==> config.mk <==
export PLATFORM = sky130hd
export DESIGN_NAME = label_entry_ctrl
export DESIGN_NICKNAME = d
export VERILOG_FILES = /design/src/rtl/label_entry_ctrl.sv
export SDC_FILE = /design/constraint.sdc
export NUM_CORES = 1
export LEC_CHECK = 0
export ABC_CLOCK_PERIOD_IN_PS = 2100
export BUFFER_PORTS_ARGS = -buffer_cell sky130_fd_sc_hd__buf_4
export CORE_MARGIN = 4
export CORE_UTILIZATION = 55
export DETAILED_ROUTE_END_ITERATION = 12
export PLACE_DENSITY_LB_ADDON = 0.1
export SLEW_MARGIN = 20
export SYNTH_ARGS = -nofsm -noshare
export SYNTH_HDL_FRONTEND = slang
export SYNTH_SLANG_ARGS = --single-unit
==> constraint.sdc <==
create_clock -name clk -period 2.1 [get_ports clk]
set_input_delay 0.315 -clock clk [delete_from_list [all_inputs] [get_ports clk]]
set_output_delay 0.315 -clock clk [all_outputs]
set_load 0.05 [all_outputs]
==> src/rtl/label_entry_ctrl.sv <==
module label_entry_ctrl #(
  parameter int SLOTS       = 10,
  parameter int KEY_ROWS    = 10,
  parameter int KEY_COLS    = 9,
  parameter int DEB_CYCLES  = 16,
  parameter int ERASE_SLOTS = 12
) (
  input  logic                clk,
  input  logic                rst_n,
  input  logic                sel_upper_btn,
  input  logic                sel_lower_btn,
  input  logic [KEY_ROWS-1:0] key_row,
  input  logic [KEY_COLS-1:0] key_col,
  input  logic                erase_btn,
  input  logic                slot_tick,
  input  logic                rd_lower,
  input  logic [3:0]          rd_addr,
  output logic [3:0]          rd_row,
  output logic [3:0]          rd_col,
  output logic                we_upper,
  output logic                we_lower,
  output logic [3:0]          wr_addr,
  output logic [3:0]          wr_row,
  output logic [3:0]          wr_col,
  output logic                lower_active,
  output logic                buf_full,
  output logic                erase_busy
);
  localparam int DW = $clog2(DEB_CYCLES + 1);
  localparam int EW = $clog2(ERASE_SLOTS + 1);
  localparam logic [3:0] LAST = 4'(SLOTS - 1);

  typedef enum logic [1:0] {S_IDLE, S_SWEEP, S_RESET} state_t;
  state_t state;

  logic [1:0]    col_sync;
  logic          deb_lvl;
  logic [DW-1:0] deb_cnt;
  logic          key_hit;
  logic [1:0]    ers_sync;
  logic          ers_prev;
  logic          ers_rise;
  logic          pend;
  logic [3:0]    pend_row, pend_col;
  logic [EW-1:0] slots_left;
  logic [3:0]    ptr;
  logic          full;
  logic          chan_lo;
  logic          key_we, ers_we, any_we;
  logic [3:0]    enc_row, enc_col;

  logic [3:0] mem_row [2][SLOTS];
  logic [3:0] mem_col [2][SLOTS];

  always_comb begin
    enc_row = 4'd0;
    for (int i = KEY_ROWS - 1; i >= 0; i--)
      if (key_row[i]) enc_row = 4'(i);
  end

  always_comb begin
    enc_col = 4'd0;
    for (int i = KEY_COLS - 1; i >= 0; i--)
      if (key_col[i]) enc_col = 4'(i + 1);
  end

  assign key_hit  = col_sync[1] && !deb_lvl && (deb_cnt == DW'(DEB_CYCLES - 1));
  assign ers_rise = ers_sync[1] && !ers_prev;
  assign key_we   = pend && (state == S_IDLE);
  assign ers_we   = (state == S_SWEEP) && slot_tick;
  assign any_we   = key_we || ers_we;

  assign we_upper     = any_we && !chan_lo;
  assign we_lower     = any_we && chan_lo;
  assign wr_addr      = ptr;
  assign wr_row       = ers_we ? 4'd0 : pend_row;
  assign wr_col       = ers_we ? 4'd0 : pend_col;
  assign lower_active = chan_lo;
  assign buf_full     = full;
  assign erase_busy   = (state != S_IDLE);

  always_ff @(posedge clk) begin
    if (!rst_n) begin
      col_sync <= '0;
      deb_lvl  <= 1'b0;
      deb_cnt  <= '0;
      ers_sync <= '0;
      ers_prev <= 1'b0;
      chan_lo  <= 1'b0;
    end else begin
      col_sync <= {col_sync[0], |key_col};
      ers_sync <= {ers_sync[0], erase_btn};
      ers_prev <= ers_sync[1];
      if (sel_upper_btn && !sel_lower_btn) chan_lo <= 1'b0;
      else if (sel_lower_btn && !sel_upper_btn) chan_lo <= 1'b1;
      if (col_sync[1] == deb_lvl) deb_cnt <= '0;
      else if (deb_cnt == DW'(DEB_CYCLES - 1)) begin
        deb_lvl <= col_sync[1];
        deb_cnt <= '0;
      end else deb_cnt <= deb_cnt + 1'b1;
    end
  end

  always_ff @(posedge clk) begin
    if (!rst_n) begin
      state      <= S_IDLE;
      pend       <= 1'b0;
      pend_row   <= '0;
      pend_col   <= '0;
      slots_left <= '0;
      ptr        <= '0;
      full       <= 1'b0;
    end else begin
      pend <= 1'b0;
      if (key_we) begin
        if (ptr == LAST) full <= 1'b1;
        else ptr <= ptr + 1'b1;
      end
      unique case (state)
        S_IDLE: begin
          if (ers_rise) begin
            state      <= S_SWEEP;
            full       <= 1'b0;
            slots_left <= EW'(ERASE_SLOTS);
          end else if (key_hit) begin
            pend     <= 1'b1;
            pend_row <= enc_row;
            pend_col <= enc_col;
          end
        end
        S_SWEEP: begin
          full <= 1'b0;
          if (slot_tick) begin
            ptr        <= (ptr == LAST) ? 4'd0 : ptr + 1'b1;
            slots_left <= slots_left - 1'b1;
            if (slots_left == EW'(1)) state <= S_RESET;
          end
        end
        S_RESET: begin
          ptr   <= '0;
          full  <= 1'b0;
          state <= S_IDLE;
        end
        default: state <= S_IDLE;
      endcase
    end
  end

  always_ff @(posedge clk) begin
    if (!rst_n) begin
      for (int c = 0; c < 2; c++)
        for (int a = 0; a < SLOTS; a++) begin
          mem_row[c][a] <= '0;
          mem_col[c][a] <= '0;
        end
    end else if (any_we) begin
      mem_row[chan_lo][ptr] <= wr_row;
      mem_col[chan_lo][ptr] <= wr_col;
    end
  end

  always_comb begin
    rd_row = '0;
    rd_col = '0;
    if (rd_addr < 4'(SLOTS)) begin
      rd_row = mem_row[rd_lower][rd_addr];
      rd_col = mem_col[rd_lower][rd_addr];
    end
  end
endmodule

## Word-level counts from Yosys, hierarchy flattened

Memories as Yosys holds them, arrays and structs flattened.
Index checks and enable logic that the tools add are counted.

| operators by class | value |
|---|---|
| $add $sub $neg | 3 |
| multiply operators | 0 |
| divide/modulo/power cells | 0 |
| magnitude comparators | 4 |
| equal/unequal tests | 9 |
| shifts and indexed selects | 0 |
| multiplexer cells | 58 |
| bitwise gates (word level) | 6 |
| reductions and logical operators | 30 |

Operators with widths:

| cell | number |
|---|---|
| $mux 40 | 5 |
| $mux 4 | 34 |
| $reduce_or 40->1 | 2 |
| $bmux 4 s4 | 2 |
| $demux 4 s4 | 1 |
| $pmux 4 s2 | 2 |
| $ge 5x5->1 const B | 2 |
| $logic_and 1x1->1 | 10 |
| $not 4->5 | 2 |
| $mux 1 | 9 |
| $reduce_and 3->1 | 3 |
| $reduce_or 9->1 | 1 |
| $mux 2 | 3 |
| $reduce_or 3->1 | 2 |
| $add 5x1->5 const B | 1 |
| $eq 5x4->1 const B | 1 |
| $logic_not 1->1 | 5 |
| $lt 5x1->1 const B | 1 |
| $add 4x1->4 const B | 1 |
| $eq 4x1->1 const B | 1 |
| $eq 4x4->1 const B | 1 |
| $lt 4x4->1 const B | 1 |
| $ne 2x2->1 const B | 2 |
| $not 1->1 | 4 |
| 12 further kinds | 14 |

| storage, ports and cells | value |
|---|---|
| bits in registers | 32 |
| latch bits | 0 |
| memory bits (writable) | 160 |
| ROM bits | 0 |
| input bits | 30 |
| logic and storage cells | 125 |
| memories | 2 |

Memories:

| memory | depth | bits a word | rd ports | clocked after memory_dff | write ports | RTL line | text |
|---|---|---|---|---|---|---|---|
| mem_col | 2 | 40 | 1 | 0 | 2 | 53 | `logic [3:0] mem_col [2][SLOTS];` |
| mem_row | 2 | 40 | 1 | 0 | 2 | 52 | `logic [3:0] mem_row [2][SLOTS];` |

## Logic depth before layout (Yosys ltp)

| logic depth | value |
|---|---|
| word-level depth | 10 |
| mapped depth | 8 |
| gate-level depth less buffers | 7 |

## Worst setup path after synthesis

Ideal clock, no wire load.

| path | value |
|---|---|
| kind | reg-to-reg |
| from | register ptr[1] (netlist: wr_addr[1]) |
| to | memory mem_col[1][0] (netlist name), enable pin |
| library setup time | 384 ps |
| arrival time | 2303 ps |
| required time | 1716 ps |
| setup slack | -587 ps |
| stages on the path, launching flop included | 8 |
| buffers on the path | 1 |
| period minus slack after synthesis | 2687 ps |
| cell sequence | dfxtp_1 ha_1 clkbuf_1 o21ba_2 nor3_1 a21oi_1 nand2_1 o21ai_0 |

RTL lines:

| element | RTL line | text |
|---|---|---|
| start, declared | 46 | `logic [3:0] ptr;` |
| start signal, assigned | 117 | `else ptr <= ptr + 1'b1;` |
| start signal, assigned | 134 | `ptr <= (ptr == LAST) ? 4'd0 : ptr + 1'b1;` |
| end, declared | 53 |  |

## Final worst setup path

| path | value |
|---|---|
| from | memory mem_row[0][22] (netlist name) |
| to | output port rd_row[2] |

| on the way | value |
|---|---|
| longest elaborated chain between the ends | 5 |

RTL lines:

| element | RTL line | text |
|---|---|---|
| start, declared | 52 |  |
| $mem_v2 2x40 | -- |  |
| $bmux 4 s4 | 166 | `rd_row = mem_row[rd_lower][rd_addr];` |
| $mux 4 (implied by the code) (2 in a row) | 166 |  |
| $mux 4 | 165 | `if (rd_addr < 4'(SLOTS)) begin` |
| end, declared | 18 | `output logic [3:0] rd_row,` |

Every way passes these cells. The select of a mux whose other input is x is not followed.

==> impl_summary.log <==
[metrics] number of antenna violations at the first check in global routing: 0
[metrics] number of instances in the synthesized netlist: 676
[metrics] Reg power frac: 0.502
[metrics] result of the run: finished with violations
[metrics] Worst Tran Pin Value: 0.6337 ns
[metrics] final wirelength: 21950 microns
[metrics] violations in the final reports: setup timing
[metrics] maximum count of clock buffers along a single path: 2
[metrics] clock network latency to the later pin of the worst-skew pair: 0.43 ns
[metrics] main combinational cell family by area after synthesis: simple AND/OR/NAND/NOR gates
[metrics] internal portion of total power: 0.006498 W
[metrics] area fraction in compound gates after synthesis: 0.06815
[metrics] most frequent cell after synthesis: sky130_fd_sc_hd__edfxtp_1
[metrics] Crit path required time: 1.78 ns
[metrics] quantity of I/O buffers inserted on ports: 54
[metrics] Yosys warning count: 0
[metrics] area added between synthesis and finish: 24.53%
[metrics] initial standard-cell utilization of the core: 0.5616
[metrics] Cell Area, Synth: 8537 sq um
[metrics] xor and xnor area share after synthesis: 0.005130
[metrics] slew margin rel.: 0.5771
[metrics] Pins Over Slew Limit: 0
[metrics] Pwr per Cell Area: 810.6 nW/um^2
[metrics] CTS root buffer: sky130_fd_sc_hd__clkbuf_16
[metrics] Antenna Nets Post-Route: 0
[metrics] Die X-Extent: 132.6 microns
[metrics] Sink Count: 192
[metrics] number of nets in the final layout: 839
[metrics] fraction of post-synthesis cell area in the top cell type by area: 0.5628
[metrics] endpoints failing hold: 0
[metrics] grt ovf: 0
[metrics] pre-CTS WS: -0.1638 ns
[metrics] Post-synth ARST share: 0
[metrics] synthesized net count: 721
[metrics] net switching power: 0.002120 W
[metrics] Die Height: 132.6 microns
[metrics] Diodes inserted: 0
[metrics] post-route setup TNS: -1.006 ns
[metrics] number of core rows: 45
[metrics] simple logic cell fraction of the synthesized area: 0.1278
[metrics] Leakage: 3.979 nW
[metrics] wire length of the first global-routing pass: 34390 microns
[metrics] half-perimeter wire length after placement: 15360 microns
[metrics] number of setup violations in the final report: 8
[metrics] WL/cell: 22.06 microns
[metrics] Max IR drop VDD: 549.7 uV
[metrics] maximum number of pins on one net before global-route repair: 30
[metrics] post-synthesis adder-cell area fraction: 0.02198
[metrics] dominant register cell in the synthesized netlist: sky130_fd_sc_hd__edfxtp_1
[metrics] fraction of the yosys area taken by sequential cells: 0.6378
[metrics] dominant cell type by area after synthesis: sky130_fd_sc_hd__edfxtp_1
[metrics] hold crit path type: input port to register
[metrics] # fillers: 1055
[metrics] switching power share of the total: 0.2460
[metrics] via-per-instance ratio: 6.003
[metrics] detailed-route via count: 5973
[metrics] worst path arrival time: 1.94 ns
[metrics] worst-case clock skew: 0.008440 ns
[metrics] combinational fraction of design power: 0.135
[metrics] IO Count: 55
[metrics] Crit Path Category: register to primary output
[metrics] maximum fanout along the worst path: 1
[metrics] reg2reg path depth: 8
[metrics] crit path time final: 2.259 ns
[metrics] final worst path period share: 1.076
[metrics] clock tree from TritonCTS: done
[metrics] overall routing resource usage: 0.2592
[metrics] post-synthesis register bit count: 192
[metrics] Worst-path clk slew: 0.07 ns
[metrics] Die Outline Area: 17580 sq um
[metrics] final weighted congestion in routability-driven placement: 0.9271
[metrics] synth top area cells: sky130_fd_sc_hd__edfxtp_1 56%, sky130_fd_sc_hd__dfxtp_1 7.5%, sky130_fd_sc_hd__mux4_2 6.3%
[metrics] setup repair after global routing missed its margin: true
[metrics] vias in the first global route: 6018
[metrics] core region area: 15200 sq um
[metrics] number of violations of the max-capacitance limit: 0
[metrics] setup ws final: -0.1588 ns
[metrics] number of enable flip-flop cells after synthesis: 160
[metrics] share of layout cells above drive strength 1: 0.3147
[metrics] critical path launch point type: register
[metrics] number of iterations in the first detailed-routing pass: 5
[metrics] number of H-tree branching levels: 4
[metrics] Initial DRC Count: 519
[metrics] ranking of synthesized cells by instance count: 160 x sky130_fd_sc_hd__edfxtp_1, 131 x sky130_fd_sc_hd__nor2_1, 40 x sky130_fd_sc_hd__nand2_1
[metrics] hold depth: 2
[metrics] TritonCTS Buffers: 17
[metrics] clock group share of total power: 0.363
[metrics] number of distinct library cell variants in the gate-level netlist after synthesis: 49
[metrics] Worst Setup End Kind: primary output
[metrics] average cell area after synthesis: 12.63 sq um
[metrics] hold_ws: 0.09006 ns
[metrics] share of cell area taken by muxes after synthesis: 0.1033
[metrics] achievable frequency: 442.7 MHz
[metrics] Remaining DRCs: 0
==> critical path, stage by stage (launching register included) <==
cell	delay, ns
sky130_fd_sc_hd__edfxtp_1	0.39
sky130_fd_sc_hd__mux4_2	0.47
sky130_fd_sc_hd__mux2_4	0.29
sky130_fd_sc_hd__a21oi_4	0.14
sky130_fd_sc_hd__o21ai_2	0.08
sky130_fd_sc_hd__buf_6	0.15
==> power groups by stage <==
stage / Clock [W] / Sequential, W / Combinational, W
floorplan: 0 / 0.00440 / 0.000665
global placement: 0 / 0.00440 / 0.00107
detailed placement: 0 / 0.00441 / 0.00109
CTS: 0.00315 / 0.00432 / 0.00113
global route: 0.00333 / 0.00434 / 0.00126
finish: 0.00313 / 0.00433 / 0.00116
==> final timing paths <==
check | slack [ns] | startpoint | to
setup / recovery | -0.16 | mem_row[0][22] | rd_row[2]
hold / removal | 0.09 | erase_btn | ers_sync[0]
setup reg to reg | 0.10 | wr_addr[0] | mem_row[1][7]
hold reg to reg | 0.45 | col_sync[0] | col_sync[1]
==> final cells by class <==
cell class              count  area, sq um  area share
clock buffers              17        425.4     0.04001
well taps                 188        235.2     0.02213
repair buffers            138         1216      0.1144
flip-flops and latches    192         5453      0.5129
inverters                  35        131.4     0.01236
multi-input cells         410         3030      0.2850
clock inverters            15        140.1     0.01318
==> sequential cells by signal, indices dropped and copies added, names as in the netlist <==
| name | flops |
|---|---|
| state | 2 |
| ers_sync | 2 |
| mem_row | 80 |
| wr_addr | 4 |
| col_sync | 2 |
| mem_col | 80 |
| pend_row | 4 |
| pend_col | 4 |
| ers_prev | 1 |
| lower_active | 1 |
| buf_full | 1 |
| deb_lvl | 1 |
| pend | 1 |
| slots_left | 4 |
| deb_cnt | 5 |
==> cells in the final DEF (no fill, tap or decap), types with 6 or more instances in the layout <==
cell                        count
sky130_fd_sc_hd__nand2_2       13
sky130_fd_sc_hd__dfxtp_1       28
sky130_fd_sc_hd__nor2b_1       18
sky130_fd_sc_hd__o21ai_0        8
sky130_fd_sc_hd__buf_4        108
sky130_fd_sc_hd__buf_6         20
sky130_fd_sc_hd__nor2_2         8
sky130_fd_sc_hd__nand3_1       18
sky130_fd_sc_hd__mux2i_1       32
sky130_fd_sc_hd__ha_1          14
sky130_fd_sc_hd__nor3_1         7
sky130_fd_sc_hd__a21oi_1       21
sky130_fd_sc_hd__mux4_2        24
sky130_fd_sc_hd__nand3_2        8
sky130_fd_sc_hd__buf_12         6
sky130_fd_sc_hd__clkbuf_16     17
sky130_fd_sc_hd__a31oi_1       11
sky130_fd_sc_hd__nand2_1       25
sky130_fd_sc_hd__inv_1         33
sky130_fd_sc_hd__edfxtp_1     160
sky130_fd_sc_hd__a211oi_1       9
sky130_fd_sc_hd__clkinv_2       7
sky130_fd_sc_hd__a22oi_1        8
sky130_fd_sc_hd__nor2_1       123
==> metrics by stage <==
stage / util / std cells / total power, W / cell area [sq um]
2_1_floorplan: - / 676 / 0.005061 / 8615
3_3_place_gp: 0.6398 / 955 / 0.005461 / 9727
3_5_place_dp: 0.6398 / 955 / 0.005494 / 9727
4_1_cts: 0.6923 / 995 / 0.008610 / 10530
5_1_grt: 0.6993 / 995 / 0.008930 / 10630
6_report: 0.6993 / 995 / 0.008618 / 10630
==> metal layers <==
layer  track usage  share of wire  vias up
met5             0              0        -
met4        0.1005          0.032        0
met3       0.03650          0.069       50
met2        0.4166           0.48      268
met1        0.3623           0.41     2957
li1              -              -     2698
==> cell families (layout without fill, tap and decap cells) <==
logic type,Yosys count,after routing
buf+inv,74,205
simple gates,243,243
xor+xnor,5,5
compound gates,89,89
fa+ha+maj,15,15
mux,58,58
flops,192,192
==> repair_timing <==
item,CTS,global route
endpoints found under the setup margin,68,114
setup buffers,8,0
gates resized for setup,44,28
pin swaps,5,2
hold buffers,0,0
Power figures use the tool's default switching activity.
